==> src/rtl/flash_rd_seq.sv <==
module flash_rd_seq (
  input  logic        clk,
  input  logic        rst_n,
  input  logic        cfg_enable,
  input  logic        cfg_xmode,
  input  logic [7:0]  cfg_rd_cmd,
  input  logic [1:0]  cfg_abytes,
  input  logic        req_valid,
  output logic        req_ready,
  input  logic        req_write,
  input  logic [27:0] req_addr,
  output logic        rsp_valid,
  output logic        rsp_err,
  output logic [31:0] rsp_data,
  output logic        busy,
  output logic        phy_start,
  output logic [71:0] phy_frame,
  output logic [6:0]  phy_nbits,
  output logic        phy_abort,
  input  logic        phy_done,
  input  logic [31:0] phy_rdata
);
  typedef enum logic [1:0] {S_IDLE, S_LAUNCH, S_WAIT, S_RESP} state_t;
  state_t state;

  logic [31:0] waddr;
  logic [39:0] head;
  logic        accept, legal;

  assign waddr  = {4'b0000, req_addr[27:2], 2'b00};
  assign accept = req_valid & req_ready;
  assign legal  = cfg_enable & cfg_xmode & ~req_write;

  always_comb begin
    case (cfg_abytes)
      2'd0:    head = {cfg_rd_cmd, waddr[7:0], 24'h0};
      2'd1:    head = {cfg_rd_cmd, waddr[15:0], 16'h0};
      2'd2:    head = {cfg_rd_cmd, waddr[23:0], 8'h0};
      default: head = {cfg_rd_cmd, waddr};
    endcase
  end

  assign req_ready = (state == S_IDLE);
  assign rsp_valid = (state == S_RESP);
  assign busy      = (state == S_LAUNCH) | (state == S_WAIT);
  assign phy_start = (state == S_LAUNCH);
  assign phy_abort = busy & ~cfg_enable;

  always_ff @(posedge clk) begin
    if (!rst_n) begin
      state     <= S_IDLE;
      phy_frame <= '0;
      phy_nbits <= '0;
      rsp_err   <= 1'b0;
      rsp_data  <= '0;
    end else begin
      case (state)
        S_IDLE: if (accept) begin
          if (legal) begin
            phy_frame <= {head, 32'h0};
            phy_nbits <= 7'd48 + {2'b00, cfg_abytes, 3'b000};
            state     <= S_LAUNCH;
          end else begin
            rsp_err  <= 1'b1;
            rsp_data <= '0;
            state    <= S_RESP;
          end
        end
        S_LAUNCH, S_WAIT: begin
          if (!cfg_enable) begin
            rsp_err  <= 1'b1;
            rsp_data <= '0;
            state    <= S_RESP;
          end else if (state == S_WAIT && phy_done) begin
            rsp_err  <= 1'b0;
            rsp_data <= {phy_rdata[7:0], phy_rdata[15:8], phy_rdata[23:16], phy_rdata[31:24]};
            state    <= S_RESP;
          end else begin
            state <= S_WAIT;
          end
        end
        default: state <= S_IDLE;
      endcase
    end
  end
endmodule

==> config.mk <==
export PLATFORM = sky130hd
export DESIGN_NAME = flash_rd_seq
export DESIGN_NICKNAME = d
export VERILOG_FILES = /design/src/rtl/flash_rd_seq.sv
export SDC_FILE = /design/constraint.sdc
export NUM_CORES = 1
export LEC_CHECK = 0
export ABC_AREA = 1
export BUFFER_PORTS_ARGS = -buffer_cell sky130_fd_sc_hd__buf_2
export CORE_MARGIN = 8
export CORE_UTILIZATION = 25
export DETAILED_ROUTE_END_ITERATION = 7
export GPL_TIMING_DRIVEN = 0
export SETUP_SLACK_MARGIN = 0.02
export SYNTH_ARGS = -nofsm -noshare
export SYNTH_HDL_FRONTEND = slang
export SYNTH_SLANG_ARGS = --single-unit
==> constraint.sdc <==
create_clock -name clk -period 2.9 [get_ports clk]
set_clock_uncertainty 0.05 [all_clocks]
set_input_delay 0 -clock clk [delete_from_list [all_inputs] [get_ports clk]]
set_output_delay 0 -clock clk [all_outputs]
set_load 0.02 [all_outputs]
### Yosys cells after proc, flatten, opt, wreduce, memory -nomap -nowiden

Cells that the tools add are included.

* register bits: 82
* input port bits: 77
* output and inout bits: 117
* word-level logic and storage cells: 44

* add/sub/neg operators: 1
* equality and inequality tests: 8
* mux-type cells: 16
* bitwise operators: 7
* reduce and logical (&&, ||, !) cells: 7

Operators by type and width (count)
* two-way mux 32 bit: 4
* case mux 32 bit (3 select lines): 1
* case mux 32 bit (2 select lines): 1
* adder 6 x 5 -> 7 bit (first input constant): 1
* == test 2 bit (second input constant): 3
* two-way mux 1 bit: 6
* AND 1 bit: 4
* == test 2 x 1 -> 1 bit (second input constant): 2
* zero test 2 bit: 2
* two-way mux 2 bit: 2
* case mux 2 bit (2 select lines): 1
* AND reduction 4 bit: 1
* != test 3 bit (second input constant): 1
* AND reduction 3 bit: 1
* != test 2 x 1 -> 1 bit (second input constant): 1
* != test 2 bit (second input constant): 1
* inverter 1 bit: 2
* case mux 1 bit (2 select lines): 1
* nonzero test 2 bit: 1
* OR reduction 2 bit: 1
* logical AND 1 bit: 1
* bitwise OR 1 bit: 1

### Depth between registers and ports, before layout

* word-level depth: 5
* mapped depth: 9
* mapped depth without buffers: 9

### Worst setup path before layout

Ideal clock, no wire load.

* kind: register to register
* start point: reg state[0]
* end point: reg rsp_data[0]
* library setup time: 132 ps
* arrival time: 1587 ps
* required time: 2718 ps
* setup slack: 1131 ps
* stages on the path, launching flop included: 10
* path buffers: 1
* period minus slack after synthesis: 1769 ps
* path through: dfxtp_1 > inv_1 > ha_1 > inv_1 > nand2_1 > nand3_2 > nand3_2 > buf_4 > nand2_1 > a21oi_1

* longest elaborated chain between the ends: 4
* elaborated cells on any way between the ends: 12
* those cells by class: eq/ne (5); mux (1); bitwise (1); reduce/logical (5)

Ends and longest elaborated chain
* start: declaration: line 24 `state_t state;`
* start signal: assignment: line 51 `state <= S_IDLE;`
* start signal: assignment: line 62 `state <= S_LAUNCH;`
* start signal: assignment: line 66 `state <= S_RESP;`
* == test 2 x 1 -> 1 bit (tied with other cells): line 57 `case (state)`
* OR reduction 2 bit (tied with other cells): line 57
* != test 3 bit (no source line) (tied with other cells)
* AND reduction 4 bit (no source line)
* end signal: assignment: line 76 `rsp_data <= {phy_rdata[7:0], phy_rdata[15:8], phy_rdata[23:16], phy_rdata[31:24]};`
* end: declaration: line 14 `output logic [31:0] rsp_data,`

Parallel ways exist; a longest one is shown, timed or not.
A chain may end at the register's enable or synchronous reset.

### Worst setup path in the final report

* start point: reg state[0]
* end point: reg phy_frame[50]

* longest elaborated chain between the ends: 3

Ends and longest elaborated chain
* zero test 2 bit (*): line 43, 57
* AND 1 bit: line 31 `assign accept = req_valid & req_ready;`
* AND reduction 3 bit (no source line) (*)
* end signal: assignment: line 60 `phy_frame <= {head, 32'h0};`
* end: declaration: line 17 `output logic [71:0] phy_frame,`

Mark *: on every way between the ends. The rest lies on a longest branch, timed or not.

==> results.json <==
{
  "run_status": "complete, no violations",
  "vias_per_cell": 4.297,
  "overall_die_area_um2": 19590,
  "layout_worst_path_cycle_share_pct": 85.70,
  "final_gp_congestion": 0.7942,
  "cts_setup_buffers": 0,
  "setup-violations-final": 0,
  "busiest_layer": "met2",
  "crit_fanout": 10,
  "globalRouteMet1Util_pct": 17.60,
  "wl_per_cell_um": 13.95,
  "synthAdderAreaFrac_pct": 1.629,
  "totalNegativeSetupSlack_ps": 0,
  "layout.nets": 915,
  "ctsRootBufferMaster": "sky130_fd_sc_hd__clkbuf_16",
  "cts_tree": "yes",
  "layout_common_cells": "sky130_fd_sc_hd__buf_2, sky130_fd_sc_hd__nand2_1, sky130_fd_sc_hd__nor2_1, sky130_fd_sc_hd__dfxtp_1, sky130_fd_sc_hd__dlygate4sd3_1",
  "yosys_register_bits": 76,
  "via_count": 4404,
  "final_max_slew_viol_count": 0,
  "floorplan.die.height_um": 140.0,
  "grt_pass1_wl_um": 23380,
  "hold_viol": 0,
  "final_common_cell": "sky130_fd_sc_hd__buf_2",
  "critical_path_cell_by_cell": "inv_1 -> ha_1 -> nand2_1 -> nor2_4 -> inv_2 -> buf_2 -> nor2_1 -> nor2_1 -> dlygate4sd3_1",
  "fp.dieW_um": 140.0,
  "post_dp_hpwl_um": 10440,
  "firstDrtPassIters": 4,
  "timing.critical_path.to_type": "flop",
  "timing.max_slew.rel_slack_pct": 61.89,
  "place.detailed.instances": 939,
  "antennaDiodeCount": 0,
  "grt_pass1_vias": 4440,
  "tightestPinTransition_ps": 571.7,
  "drt_iter0_markers": 131,
  "layoutNonFillerInstCount": 1025,
  "setup_repair_after_global_routing_missed_its_margin": "no",
  "finish.utilization_pct": 39.78,
  "path_clk_slew_ps": 60,
  "max-cap-violations": 0,
  "ys_warn_count": 0,
  "syn_inst": 562,
  "final.hold.worst_slack_ps": 31.62,
  "area_growth_pct": 56.29,
  "static-leakage-power_uw": 0.002979,
  "pwr_dens_nw_per_um2": 690.9,
  "finalCriticalPeriod_ps": 2485,
  "groute.usage.overall_pct": 14.68,
  "cts.htree.levels": 3,
  "cell_type_with_the_highest_occurrence_count_on_the_critical_path": "sky130_fd_sc_hd__nor2_1",
  "grt_antenna_before_repair": 0,
  "port-buffer-count": 153,
  "crit_path_start_kind": "flop",
  "grt_remaining_overflow": 0,
  "crit_required_ps": 3080,
  "groute.layer.met2.usage_pct": 24.12,
  "detail_route.wirelength_um": 14300,
  "synth_compound_gate_area_share_pct": 12.28,
  "tritoncts_sink_count": 76,
  "drc": 0,
  "use_met3_pct": 5.674,
  "crit_path_max_incr_delay_ps": 550,
  "timing.critical_path.slowest_stage_cell": "sky130_fd_sc_hd__dlygate4sd3_1",
  "seq_area_frac_synth_pct": 39.61,
  "clockBufferDepth": 2,
  "start_util_pct": 25.46,
  "report.power.total_uw": 4148,
  "worst-endpoint-arrival_ps": 2660,
  "clock_latency_ps": 340,
  "synthesis.area_um2": 3841,
  "r2r_setup_slack_ps": 410,
  "drtAntennaViolNets": 0,
  "unique_masters_post_synth": 22,
  "fmax_mhz": 402.3,
  "critical_path.top_delay_family": "buffers and inverters",
  "core_outline_area_um2": 15090,
  "post_cts_resized": 0,
  "synth-simple-area-share_pct": 31.34,
  "worstPathBufferInverterCount": 4,
  "floorplan.io_pins": 194,
  "dominant_combinational_cell_family_by_area_after_synthesis": "simple AND/OR/NAND/NOR gates",
  "xor_xnor_cell_area_share_of_the_yosys_netlist_pct": 0,
  "post_route_cells_drive_above_1_share_pct": 28.08,
  "pin_count_of_the_biggest_net_entering_global_routing": 14,
  "vdd_drop_max_mv": 0.5590,
  "cts_made_buffers": 9,
  "multiplexer_share_of_the_synthesized_area_pct": 0,
  "hold_class": "input port to flop",
  "rows": 45,
  "average_cell_area_after_synthesis_um2": 6.835,
  "setup.worst_path.class": "flop to flop"
}
## power by group
| part | internal, uW | switching [uW] | total (uW) |
|---|---|---|---|
| Sequential | 1160 | 68.9 | 1230 |
| Clock | 750 | 455 | 1210 |
| Combinational | 573 | 1140 | 1710 |
| Total | 2480 | 1660 | 4150 |
## path summary, 6_finish.rpt
path / startpoint / to / cells past startpoint
setup / recovery: state[0]$_SDFFE_PN0P_ / phy_frame[50]$_SDFFE_PN0P_ / 9
hold / removal: cfg_enable / rsp_err$_SDFFE_PN0P_ / 4
setup reg to reg: state[0]$_SDFFE_PN0P_ / phy_frame[50]$_SDFFE_PN0P_ / 9
hold reg to reg: rsp_data[8]$_SDFFE_PN0P_ / rsp_data[8]$_SDFFE_PN0P_ / 2
## sequential cells by signal (all words and copies together), names as in the netlist
register,flops
state,2
phy_nbits,3
rsp_err,1
phy_frame,38
rsp_data,32
## metal layers
metal | vias to the layer above | routed length, um
met3 | 11 | 1195
li1 | 2295 | -
met2 | 174 | 6664
met1 | 1924 | 6324
met4 | 0 | 119
met5 | - | 0
## cell type report
type | instances | area [um2]
clock buffer | 9 | 225.2
buffer | 75 | 461.7
clock inverter | 6 | 90.09
multi-input combinational | 416 | 1877
fill | 1560 | 9086
tap | 188 | 235.2
timing repair buffer | 224 | 1476
sequential | 76 | 1521
inverter | 31 | 116.4
## metrics by stage
stage	setup WS, ps	cell area, um2
6_report	414.6	6003
5_1_grt	235.4	6003
4_1_cts	378.5	6003
3_5_place_dp	833.4	4977
3_3_place_gp	853.0	4977
2_1_floorplan	1131	3976
## what timing repair did
item                       in CTS  in global routing
hold endpoints to repair       68                  0
setup endpoints to repair       0                  0
hold buffers                   71                  0
## synthesized netlist by cell type
cell	n	area share, %
sky130_fd_sc_hd__nand4_1	33	5.4
sky130_fd_sc_hd__buf_1	1	0.098
sky130_fd_sc_hd__buf_4	43	8.4
sky130_fd_sc_hd__conb_1	1	0.098
sky130_fd_sc_hd__nand3_2	2	0.52
sky130_fd_sc_hd__ha_1	5	1.6
sky130_fd_sc_hd__inv_1	26	2.5
sky130_fd_sc_hd__nand4_2	1	0.33
sky130_fd_sc_hd__o211ai_1	6	1.2
sky130_fd_sc_hd__a21oi_1	50	6.5
sky130_fd_sc_hd__buf_2	15	2.0
sky130_fd_sc_hd__nor2_4	1	0.29
sky130_fd_sc_hd__o21ai_0	29	3.8
sky130_fd_sc_hd__clkinv_1	1	0.098
sky130_fd_sc_hd__dfxtp_1	76	40
sky130_fd_sc_hd__nand3_1	19	2.5
sky130_fd_sc_hd__clkbuf_1	16	1.6
sky130_fd_sc_hd__nor2_1	82	8.0
sky130_fd_sc_hd__nor2_2	1	0.16
sky130_fd_sc_hd__nand2_1	145	14
sky130_fd_sc_hd__o22ai_1	5	0.81
sky130_fd_sc_hd__inv_2	4	0.39
## cell families (layout without fill, tap and decap cells)
family / after synthesis / after routing
DFF: 76 / 76
AOI/OAI and AO/OA: 90 / 90
other: 1 / 37
adders and majority gates: 5 / 5
buffers and inverters: 106 / 345
and+or+nand+nor: 284 / 284
## tightest hold or removal path: cells and delay by family
family          cells  cell delay [ps]
compound gates      1               60
buf+inv             1              140
simple gates        2              170
Power figures use the tool's default switching activity.
